### src/rtl/sram_seq_pkg.sv
package sram_seq_pkg;

    localparam int CFG_W     = 32;
    localparam int FIELD_W   = 4;
    localparam int SETUP_OFS = 2;

    typedef enum logic [2:0] {
        ST_IDLE,
        ST_SETUP,
        ST_ACCESS,
        ST_HOLD,
        ST_DONE
    } seq_state_e;

    typedef struct packed {
        logic [1:0] hold;
        logic       setup;
    } area_timing_t;

    function automatic area_timing_t unpack_area(input logic [CFG_W-1:0] cfg,
                                                 input int unsigned n);
        area_timing_t t;
        t.setup = cfg[FIELD_W*n + SETUP_OFS];
        t.hold  = cfg[FIELD_W*n +: 2];
        return t;
    endfunction

endpackage

### src/rtl/sram_seq_timing_dec.sv
module sram_seq_timing_dec
    import sram_seq_pkg::*;
#(
    parameter int NUM_AREAS = 7,
    parameter int AREA_W    = 3
) (
    input  logic [CFG_W-1:0]     cfg,
    input  logic [NUM_AREAS-1:0] sram_mask,
    input  logic [AREA_W-1:0]    area,
    output area_timing_t         timing
);

    area_timing_t tab [NUM_AREAS];

    for (genvar g = 0; g < NUM_AREAS; g++) begin : g_area
        assign tab[g] = sram_mask[g] ? unpack_area(cfg, g) : '0;
    end

    always_comb begin
        timing = '0;
        if (32'(area) < NUM_AREAS) begin
            timing = tab[area];
        end
    end

endmodule

### src/rtl/sram_seq_wait_cnt.sv
module sram_seq_wait_cnt #(
    parameter int CNT_W = 2
) (
    input  logic             clk,
    input  logic             rst,
    input  logic             load,
    input  logic [CNT_W-1:0] load_val,
    output logic             at_zero
);

    logic [CNT_W-1:0] cnt_q;

    always_ff @(posedge clk) begin
        if (rst) begin
            cnt_q <= '0;
        end else if (load) begin
            cnt_q <= load_val;
        end else if (cnt_q != '0) begin
            cnt_q <= cnt_q - 1'b1;
        end
    end

    assign at_zero = (cnt_q == '0);

endmodule

### src/rtl/sram_strobe_seq.sv
module sram_strobe_seq
    import sram_seq_pkg::*;
#(
    parameter int NUM_AREAS  = 7,
    parameter int AREA_W     = 3,
    parameter int ADDR_W     = 26,
    parameter int DATA_W     = 32,
    parameter int ACCESS_CYC = 2
) (
    input  logic                 clk,
    input  logic                 rst,
    input  logic                 req_valid,
    input  logic [AREA_W-1:0]    req_area,
    input  logic                 req_write,
    input  logic [ADDR_W-1:0]    req_addr,
    input  logic [DATA_W-1:0]    req_wdata,
    input  logic [31:0]          timing_cfg,
    input  logic [NUM_AREAS-1:0] area_is_sram,
    input  logic [DATA_W-1:0]    bus_rdata,
    output logic [ADDR_W-1:0]    bus_addr,
    output logic                 bus_cs,
    output logic                 bus_rd,
    output logic                 bus_wr,
    output logic [DATA_W-1:0]    bus_wdata,
    output logic                 bus_oe,
    output logic [DATA_W-1:0]    rd_data,
    output logic                 done
);

    localparam int MAX_PHASE = (ACCESS_CYC > 4) ? ACCESS_CYC : 4;
    localparam int CNT_W     = $clog2(MAX_PHASE);
    localparam logic [CNT_W-1:0] ACC_LOAD = CNT_W'(ACCESS_CYC - 1);

    seq_state_e       st_q, st_nx;
    area_timing_t     dec_tim, tim_q;
    logic             write_q;
    logic [ADDR_W-1:0] addr_q;
    logic [DATA_W-1:0] wdata_q, rdata_q;
    logic             cnt_load, at_zero;
    logic [CNT_W-1:0] cnt_val;
    logic             accept;

    sram_seq_timing_dec #(
        .NUM_AREAS(NUM_AREAS),
        .AREA_W   (AREA_W)
    ) dec_i (
        .cfg      (timing_cfg),
        .sram_mask(area_is_sram),
        .area     (req_area),
        .timing   (dec_tim)
    );

    sram_seq_wait_cnt #(
        .CNT_W(CNT_W)
    ) cnt_i (
        .clk     (clk),
        .rst     (rst),
        .load    (cnt_load),
        .load_val(cnt_val),
        .at_zero (at_zero)
    );

    assign accept = req_valid && (st_q == ST_IDLE);

    always_comb begin
        st_nx    = st_q;
        cnt_load = 1'b0;
        cnt_val  = '0;
        unique case (st_q)
            ST_IDLE: begin
                if (req_valid) begin
                    cnt_load = 1'b1;
                    if (dec_tim.setup) begin
                        st_nx   = ST_SETUP;
                        cnt_val = '0;
                    end else begin
                        st_nx   = ST_ACCESS;
                        cnt_val = ACC_LOAD;
                    end
                end
            end
            ST_SETUP: begin
                if (at_zero) begin
                    st_nx    = ST_ACCESS;
                    cnt_load = 1'b1;
                    cnt_val  = ACC_LOAD;
                end
            end
            ST_ACCESS: begin
                if (at_zero) begin
                    if (tim_q.hold != 2'd0) begin
                        st_nx    = ST_HOLD;
                        cnt_load = 1'b1;
                        cnt_val  = CNT_W'(tim_q.hold) - CNT_W'(1);
                    end else begin
                        st_nx = ST_DONE;
                    end
                end
            end
            ST_HOLD: begin
                if (at_zero) begin
                    st_nx = ST_DONE;
                end
            end
            ST_DONE: st_nx = ST_IDLE;
            default: st_nx = ST_IDLE;
        endcase
    end

    always_ff @(posedge clk) begin
        if (rst) begin
            st_q    <= ST_IDLE;
            tim_q   <= '0;
            write_q <= 1'b0;
            addr_q  <= '0;
            wdata_q <= '0;
            rdata_q <= '0;
        end else begin
            st_q <= st_nx;
            if (accept) begin
                tim_q   <= dec_tim;
                write_q <= req_write;
                addr_q  <= req_addr;
                wdata_q <= req_wdata;
            end
            if ((st_q == ST_ACCESS) && at_zero && !write_q) begin
                rdata_q <= bus_rdata;
            end
        end
    end

    always_comb begin
        bus_cs = (st_q == ST_SETUP) || (st_q == ST_ACCESS) || (st_q == ST_HOLD);
        bus_rd = (st_q == ST_ACCESS) && !write_q;
        bus_wr = (st_q == ST_ACCESS) && write_q;
        bus_oe = bus_cs && write_q;
        done   = (st_q == ST_DONE);
    end

    assign bus_addr  = addr_q;
    assign bus_wdata = wdata_q;
    assign rd_data   = rdata_q;

endmodule

### config.mk
export PLATFORM = sky130hd
export DESIGN_NAME = sram_strobe_seq
export DESIGN_NICKNAME = d
export VERILOG_FILES = /design/src/rtl/sram_seq_pkg.sv /design/src/rtl/sram_seq_timing_dec.sv /design/src/rtl/sram_seq_wait_cnt.sv /design/src/rtl/sram_strobe_seq.sv
export SDC_FILE = /design/constraint.sdc
export NUM_CORES = 1
export LEC_CHECK = 0
export CORE_ASPECT_RATIO = 1.1
export CORE_MARGIN = 5
export CORE_UTILIZATION = 25
export CTS_BUF_LIST = sky130_fd_sc_hd__clkbuf_16
export DETAILED_ROUTE_END_ITERATION = 7
export DONT_BUFFER_PORTS = 1
export GPL_TIMING_DRIVEN = 0
export PLACE_DENSITY = 0.47
export SLEW_MARGIN = 20
export SYNTH_ARGS = -nofsm -noshare
export SYNTH_HDL_FRONTEND = slang
export SYNTH_SLANG_ARGS = --single-unit
### constraint.sdc
create_clock -name clk -period 3.7 [get_ports clk]
set_input_delay 0.555 -clock clk [delete_from_list [all_inputs] [get_ports clk]]
set_output_delay 0.555 -clock clk [all_outputs]
set_load 0.01 [all_outputs]
# ---- Yosys cells after proc, flatten, opt, wreduce, memory -nomap -nowiden
# Cells that the tools add are included.
dict set report op_classes {
  n_addsub 2
  magnitude_cmp 2
  eq_ne 8
  muxes 31
  bitwise_logic 1
  reduce_logical 15
}
# op count
set op_table {}
lappend op_table {{3-bit two-way mux} 15}
lappend op_table {{3-bit case mux with 4 select lines} 1}
lappend op_table {{2-bit two-way mux} 5}
lappend op_table {{3-bit binary-select mux with 3-bit select} 1}
lappend op_table {{2-bit != test (second input constant)} 4}
lappend op_table {{1-bit two-way mux} 7}
lappend op_table {{3-bit by 2-bit equality test with 1-bit output (second input constant)} 2}
lappend op_table {{1-bit logical AND} 6}
lappend op_table {{2-bit case mux with 3 select lines} 1}
lappend op_table {{2-bit nonzero test} 3}
lappend op_table {{4-bit greater-or-equal comparator (second input constant)} 1}
lappend op_table {{3-bit NOT with 4-bit output} 1}
lappend op_table {{4-bit AND reduction} 1}
lappend op_table {{2-bit by 1-bit subtractor with 2-bit output (second input constant)} 2}
lappend op_table {{3-bit by 1-bit equality test with 1-bit output (second input constant)} 1}
lappend op_table {{3-bit equality test (second input constant)} 1}
lappend op_table {{3-bit zero test} 1}
lappend op_table {{3-bit < comparator (second input constant)} 1}
lappend op_table {{1-bit case mux with 3 select lines} 1}
lappend op_table {{2-bit zero test} 1}
lappend op_table {{1-bit logical OR} 2}
lappend op_table {{1-bit zero test} 1}
dict set report word_totals {
  reg_bits 98
  in_bits 136
  out_inout_bits 95
  wordCells 66
}

# ---- Logic depth before layout (Yosys ltp)
# Gate-level depths: netlist of run 1.
dict set report depth {
  word_depth 9
  ltp_mapped 8
  ltp_nobuf 6
}

# ---- Hierarchy
# From an unflattened synthesis of run 1, not the netlist that was laid out.
dict set report unflattened {
  hier_cells 496
  hier_area_um2 4301.6
}
# module n_inst cells_per_inst area_each_um2 seq_area_each_um2
set modules_own_cells {}
lappend modules_own_cells {sram_strobe_seq 1 444 3910.0 1921.8}
lappend modules_own_cells {sram_seq_timing_dec 1 40 270.3 0.0}
lappend modules_own_cells {sram_seq_wait_cnt 1 12 121.4 40.0}

# ---- Worst setup path before layout of run 1
# Ideal clock, no wire load.
dict set report synth_path {
  path_type {register -> output}
  start {register st_q[0]}
  end {output port bus_oe}
  t_arrival_ns 0.966
  required_time_ns 3.145
  setup_slack_ns 2.179
  stages_incl_launch_ff 5
  path_buffers 1
  path_cell_list {dfxtp_1 > buf_4 > nor2_2 > nor2_1 > and2_1}
}
dict set report synth_via {
  elab_chain_len 4
  elab_cells_between_ends 6
  classes_between {eq/ne (3); reduce/logical (3)}
}
# item line_no
set synth_rtl {}
lappend synth_rtl {{start: declaration} sram_strobe_seq.sv:34} ;# seq_state_e st_q, st_nx;
lappend synth_rtl {{start signal: assignment} sram_strobe_seq.sv:119} ;# st_q <= st_nx;
lappend synth_rtl {{3-bit by 1-bit equality test with 1-bit output / 3-bit by 2-bit equality test with 1-bit output (equally long branches)} sram_strobe_seq.sv:133} ;# bus_cs = (st_q == ST_SETUP) || (st_q == ST_ACCESS) || (st_q == ST_HOLD);
lappend synth_rtl {{1-bit logical OR} sram_strobe_seq.sv:133}
lappend synth_rtl {{1-bit logical OR (*)} sram_strobe_seq.sv:133}
lappend synth_rtl {{named net bus_cs} sram_strobe_seq.sv:21} ;# output logic bus_cs,
lappend synth_rtl {{1-bit logical AND (*)} sram_strobe_seq.sv:136} ;# bus_oe = bus_cs && write_q;
lappend synth_rtl {{end: declaration} sram_strobe_seq.sv:25} ;# output logic bus_oe,
# The timed path passes the listed nets; every way through them passes the cells marked *.

# ---- Worst setup path in the final report of run 1
dict set report layout_path {
  start {register st_q[0]}
  end {output port bus_wr}
}
dict set report layout_via {
  elab_chain_len 2
}
# item line_no
set layout_rtl {}
lappend layout_rtl {{3-bit by 2-bit equality test with 1-bit output} sram_strobe_seq.sv:135} ;# bus_wr = (st_q == ST_ACCESS) && write_q;
lappend layout_rtl {{1-bit logical AND} sram_strobe_seq.sv:135}
lappend layout_rtl {{end: declaration} sram_strobe_seq.sv:23} ;# output logic bus_wr,
# Every way passes these cells.

==> results_dict.tcl, run 1 <==
set metrics [dict create \
    syn_area_per_cell_sq_um 7.83 \
    nets 643 \
    grt_usage_pct 12.8 \
    swShare_pct 33.5 \
    skew_ps 6.94 \
    path_class "register to primary output" \
    p_leak_nw 1.54 \
    p_comb_share_pct 22.1 \
    slew_violations 0 \
    dp.cells 691 \
    num_antenna_cells 0 \
    final-hold-violation-count 0 \
    synth_edf_count 0 \
    io_buffer_count 0 \
    multiInputGateArea_sq_um 1670 \
    power_frac_seq_pct 48.7 \
    crit_arrival_ps 1470 \
    drtPass1Iterations 4 \
    drc 0 \
    final_cell_mix "190 x nand2_1, 99 x a21oi_1, 98 x dfxtp_1, 20 x clkbuf_1, 12 x buf_4" \
    synthArstFlopShare_pct 0 \
    power_mw 2.82 \
    cts_hold_buf 0 \
    antenna_found_initial 0 \
    postCtsResizedCells 0 \
    start_util_pct 25.6 \
    hpwlAfterDp_um 9380 \
    wirelength_um 11900 \
    cellPowerDensity_nw_per_um2 646 \
    setup_viol_count_final 0 \
    final_common_cell "nand2_1" \
    grt_pass1_wl_um 18100 \
    rsz0062_at_grt "false" \
    cts_setup_buffers 0 \
    synth_warnings 0 \
    fp.dieH_um 141 \
    insertion_delay_ps 340 \
    syn2layout_area_growth_pct 12.8 \
    max_freq_mhz 494 \
    synth-seq-cells 98 \
    die_w_um 129 \
    required_ps 3140 \
    dp_slack_ps 1450 \
    cts_made_buffers 9 \
    cts_max_path_buffers 2 \
    synth_top_area_cell "dfxtp_1" \
    synthesis.area_sq_um 3870 \
    overflow 0 \
    status "completed" \
    min_period_over_period_pct 54.7 \
    num_rows 47 \
    area.sequential_sq_um 1960 \
    worst_slew_pin_slew_ps 595 \
    synth.area.top_cells "dfxtp_1 51%, nand2_1 18%, a21oi_1 13%" \
    rrSetupSlack_ps 2010 \
    p_switching_mw 0.944 \
    clockRootBuffer "clkbuf_16" \
    power_frac_clock_pct 29.2 \
    htreeDepth 3 \
    yosysSeqAreaShare_pct 50.6 \
    yosysTopAreaCellShare_pct 50.6 \
    cts_tree "built" \
    cp_max_fo 10 \
    start_kind "register" \
    dieArea_sq_um 18100 \
    vias 3368 \
    finalWorstSetupSlack_ps 1680 \
    grt_max_degree 15 \
    path_clk_slew_ps 70 \
    first_global_vias 3312 \
    ant_nets 0 \
    internal-power_mw 1.88 \
    wl_per_cell_um 16.9 \
    synthesis.instances 495 \
    period_minus_slack_ps 2020 \
    viasPerCell 4.78 \
    drv_cap 0 \
    fin_cells 705 \
    fillers 1629 \
    syn_nets 632 \
    hold_class "input port to register" \
    place.gp.congestion 0.801 \
    drive_gt1_share_pct 6.68 \
    ys.flop_type "dfxtp_1" \
    relSlewSlack_pct 60.4 \
    first_iter_violations 99 \
    worst_setup_path_end_kind "primary output" \
    power.ir.vdd_worst_v 0.000233 \
    coreArea_sq_um 15100 \
    cts_sinks 98 \
    ys_types 36 \
    setup_tns_ps 0 \
    ioPinCount 231 \
]
## power groups by stage
| stage | registers [mW] | logic (mW) | clock network, mW |
|---|---|---|---|
| 3_3_place_gp | 1.40 | 0.618 | 0 |
| 5_1_grt | 1.40 | 0.714 | 0.902 |
| 4_1_cts | 1.38 | 0.638 | 0.866 |
| 2_1_floorplan | 1.36 | 0.492 | 0 |
| 6_report | 1.37 | 0.623 | 0.824 |
| 3_5_place_dp | 1.40 | 0.637 | 0 |
## logic make-up after synthesis
| group | share of synthesized area, % |
|---|---|
| adders and majority gates | 0.323 |
| buffers and inverters | 6.17 |
| DFF | 50.6 |
| AOI/OAI and AO/OA | 16.6 |
| and+or+nand+nor | 26.3 |
## registers in the layout, summed over array words and instances (netlist names)
name	flops
write_q	1
st_q	3
bus_wdata	32
cnt_i.cnt_q	2
bus_addr	26
tim_q	2
rd_data	32
## worst max-delay path, stage by stage, from the launching register on
cell     delay, ps
dfxtp_1        330
buf_4          170
nor3b_1        360
and2_1         260
## worst paths after layout
kind                   endpoint  depth (start not counted)            from
setup / recovery         bus_wr                          3         st_q[0]
hold / removal    bus_wdata[24]                          2   req_wdata[24]
setup reg to reg    rd_data[29]                          7  cnt_i.cnt_q[0]
hold reg to reg      rd_data[9]                          2      rd_data[9]
## cell type report
class                      instances  share of cell area, %
buffer                            38                   5.04
clock buffer                       9                   5.15
clock inverter                     5                  0.573
inverter                           5                  0.430
multi-input combinational        354                   38.3
sequential                        98                   44.9
tap                              196                   5.61
## layer usage
layer / vias up / routed length [um] / global-route usage (%) / part of all wire (%)
li1: 1659 / - / - / -
met1: 1526 / 4600 / 14.4 / 38
met2: 165 / 5470 / 20.3 / 46
met3: 18 / 1620 / 6.32 / 14
met4: 0 / 255 / 5.58 / 2.1
met5: - / 0 / 0 / 0
## cells in the mapped netlist, types with 2 or more instances
cell type,n
clkbuf_1,20
o31ai_1,2
dfxtp_1,98
nand4b_1,5
and3b_1,2
a311o_1,2
nor2_1,11
buf_6,4
buf_2,2
o21ai_0,4
nand2b_1,3
inv_1,5
nand3b_1,4
nand2_1,190
a21oi_1,99
nand4_1,2
a211oi_1,3
nand3_1,7
and2_1,4
buf_4,12
## through the flow
step / hold slack, ps / util (%) / cell area (sq um)
after global placement: 491 / 27.3 / 4120
after detailed placement: 497 / 27.3 / 4120
final: 341 / 28.9 / 4370
after CTS: 319 / 28.9 / 4370
after global routing: 324 / 28.9 / 4370
after floorplan: 461 / - / 3870
Power figures use the tool's default switching activity.
==> run 2, diff against run 1 <==
Settings changed: ABC_AREA from default to 1.
Clock period 3.7 ns to 2 ns, I/O delays scaled along.
==> run 2 against run 1 <==
Effect of this change:
- final cell count is 3.0% higher
- via count is 3.7% higher
- largest power group unchanged
- critical path type unchanged
- largest cell class unchanged
- setup slack worse by 1400 ps
- sequential cell count stayed put
- synthesized cell count is 3.8% higher
- worst hold slack worse by 250 ps
- utilization is 0.074 points higher
- cell area is 0.26% higher
- highest routed layer unchanged
- wire length hardly changed
- clock power is 88% higher
==> results_dict.tcl, run 2 <==
set metrics [dict create \
    status "completed" \
    final_cell_mix "174 x nand2_1, 98 x a21oi_1, 98 x dfxtp_1, 64 x nand3_1, 15 x inv_1" \
    grt_max_degree 16 \
    power.ir.vdd_worst_v 0.000437 \
    nets 662 \
    drive_gt1_share_pct 7.74 \
    crit_slowest_cell "dfxtp_1" \
    first_iter_violations 107 \
    synth_edf_count 0 \
    max_stage_delay_ps 470 \
    fillers 1636 \
    cellPowerDensity_nw_per_um2 1370 \
    synthesis.area_sq_um 3870 \
    p_switching_mw 2.26 \
    ys.flop_type "dfxtp_1" \
    drv_cap 0 \
    hold_depth 2 \
    power_mw 5.99 \
    p_leak_nw 1.60 \
    path_class "register to primary output" \
    yosysSeqAreaShare_pct 50.7 \
    wirelength_um 11900 \
    num_rows 47 \
    cts_hold_buf 0 \
    relSlewSlack_pct 63.7 \
    max_freq_mhz 564 \
    io_buffer_count 0 \
    drtPass1Iterations 4 \
    final_common_cell "nand2_1" \
    swShare_pct 37.7 \
    placed_area_sq_um 4120 \
    setup_viol_count_final 0 \
    first_global_vias 3507 \
    path_clk_slew_ps 60 \
    ant_nets 0 \
    worst_setup_path_end_kind "primary output" \
    min_period_over_period_pct 88.6 \
    final-hold-violation-count 0 \
    num_antenna_cells 0 \
    synthesis.instances 514 \
    overflow 0 \
    rr_worst_depth 6 \
    vias 3491 \
    p_comb_share_pct 26.6 \
    ioPinCount 231 \
    internal-power_mw 3.73 \
    hold_class "input port to register" \
    rsz0062_at_grt "false" \
    worst_slew_pin_slew_ps 545 \
    cts_tree "built" \
    ys_types 29 \
    required_ps 1700 \
    power_frac_seq_pct 47.6 \
    clockRootBuffer "clkbuf_16" \
    syn_nets 651 \
    synthArstFlopShare_pct 0 \
    period_minus_slack_ps 1770 \
    slew_violations 0 \
    antenna_found_initial 0 \
    drc 0 \
    dieArea_sq_um 18100 \
    place.gp.congestion 0.799 \
    die_w_um 129 \
    syn_area_per_cell_sq_um 7.53 \
    power_frac_clock_pct 25.8 \
    fp.dieH_um 141 \
    synth.area.top_cells "dfxtp_1 51%, nand2_1 17%, a21oi_1 13%" \
    cts_max_path_buffers 2 \
    wl_per_cell_um 16.5 \
    insertion_delay_ps 340 \
    synth_common_cells "174 x nand2_1, 98 x a21oi_1, 98 x dfxtp_1, 64 x nand3_1, 14 x clkbuf_1" \
    hpwlAfterDp_um 9450 \
    setup_tns_ps 0 \
    postCtsResizedCells 0 \
    grt_usage_pct 12.8 \
    htreeDepth 3 \
    cts_setup_buffers 0 \
    synth_top_area_cell "dfxtp_1" \
    path_cells "nand3_2 -> nor2_4 -> buf_2" \
    yosysMostFrequentCell "nand2_1" \
    grt_pass1_wl_um 18300 \
    cp_max_fo 10 \
    synth-seq-cells 98 \
    crit_arrival_ps 1470 \
    cts_made_buffers 9 \
    synth_warnings 0 \
    syn2layout_area_growth_pct 13.2 \
    skew_ps 4.38 \
    start_kind "register" \
    cts_sinks 98 \
    coreArea_sq_um 15100 \
    start_util_pct 25.6 \
    viasPerCell 4.81 \
    yosysTopAreaCellShare_pct 50.7 \
    final_area_sq_um 4380 \
]
==> run 2: changes by cell type in the layout (fill, tap and decap cells not counted), moves of 3 or more <==
cell	change
nand3_1	+57
nand2b_1	-3
nor2_1	-4
nand3b_1	-4
nand2_1	-16
nand4b_1	-5
buf_4	-10
and2_1	-4
clkbuf_1	-6
buf_2	+11
inv_1	+9
==> run 2: worst max-delay path, delay by kind of cell (launching register included) <==
kind	cells	cell delay, ps
and+or+nand+nor	2	390
buffers and inverters	1	270
DFF	1	470
==> run 2: worst paths after layout <==
kind / slack, ps / endpoint / from
worst max register to register: 390 / rd_data[30] / cnt_i.cnt_q[0]
worst min-delay path: 90 / bus_wdata[24] / req_wdata[24]
worst max-delay path: 230 / bus_rd / st_q[1]
worst min register to register: 500 / tim_q[2] / tim_q[2]
==> run 2: kinds of logic after synthesis <==
kind of cell | after synthesis | share of synthesized area [%]
DFF | 98 | 50.7
adders and majority gates | 1 | 0.323
AOI/OAI and AO/OA | 110 | 14.5
and+or+nand+nor | 254 | 27.6
xor gates and xnor gates | 1 | 0.226
buffers and inverters | 50 | 6.69
==> run 2: final cells by class <==
cell class                 instances  area (sq um)  share of cell area (%)
buffer                            35           200                    4.57
tap                              196           245                    5.60
sequential                        98          1960                    44.8
clock buffer                       9           225                    5.14
multi-input combinational        366          1650                    37.7
inverter                          15          58.8                    1.34
clock inverter                     7          38.8                   0.885
==> run 2: stage by stage <==
step / cells / hold WS (ps) / setup WS (ps) / utilization [%]
after floorplan: 514 / 443 / 705 / -
after global placement: 710 / 446 / 170 / 27.2
after detailed placement: 710 / 449 / 131 / 27.2
after CTS: 726 / 71.5 / 215 / 29.0
after global routing: 726 / 75.6 / 119 / 29.0
final: 726 / 92.7 / 227 / 29.0
==> run 2: routing by layer <==
layer | up-vias | routed length [um] | track usage, %
met3 | 16 | 1430 | 5.67
met1 | 1594 | 4550 | 14.3
met2 | 162 | 5730 | 20.9
met5 | - | 0 | 0
met4 | 0 | 236 | 5.69
li1 | 1719 | - | -
==> run 2: power by group through the flow <==
stage	clock, mW	sequential [mW]	combinational, mW
after floorplan	0	2.78	1.26
after global placement	0	2.90	1.59
after detailed placement	0	2.90	1.63
after CTS	1.63	2.86	1.63
after global routing	1.70	2.90	1.85
final	1.55	2.85	1.59
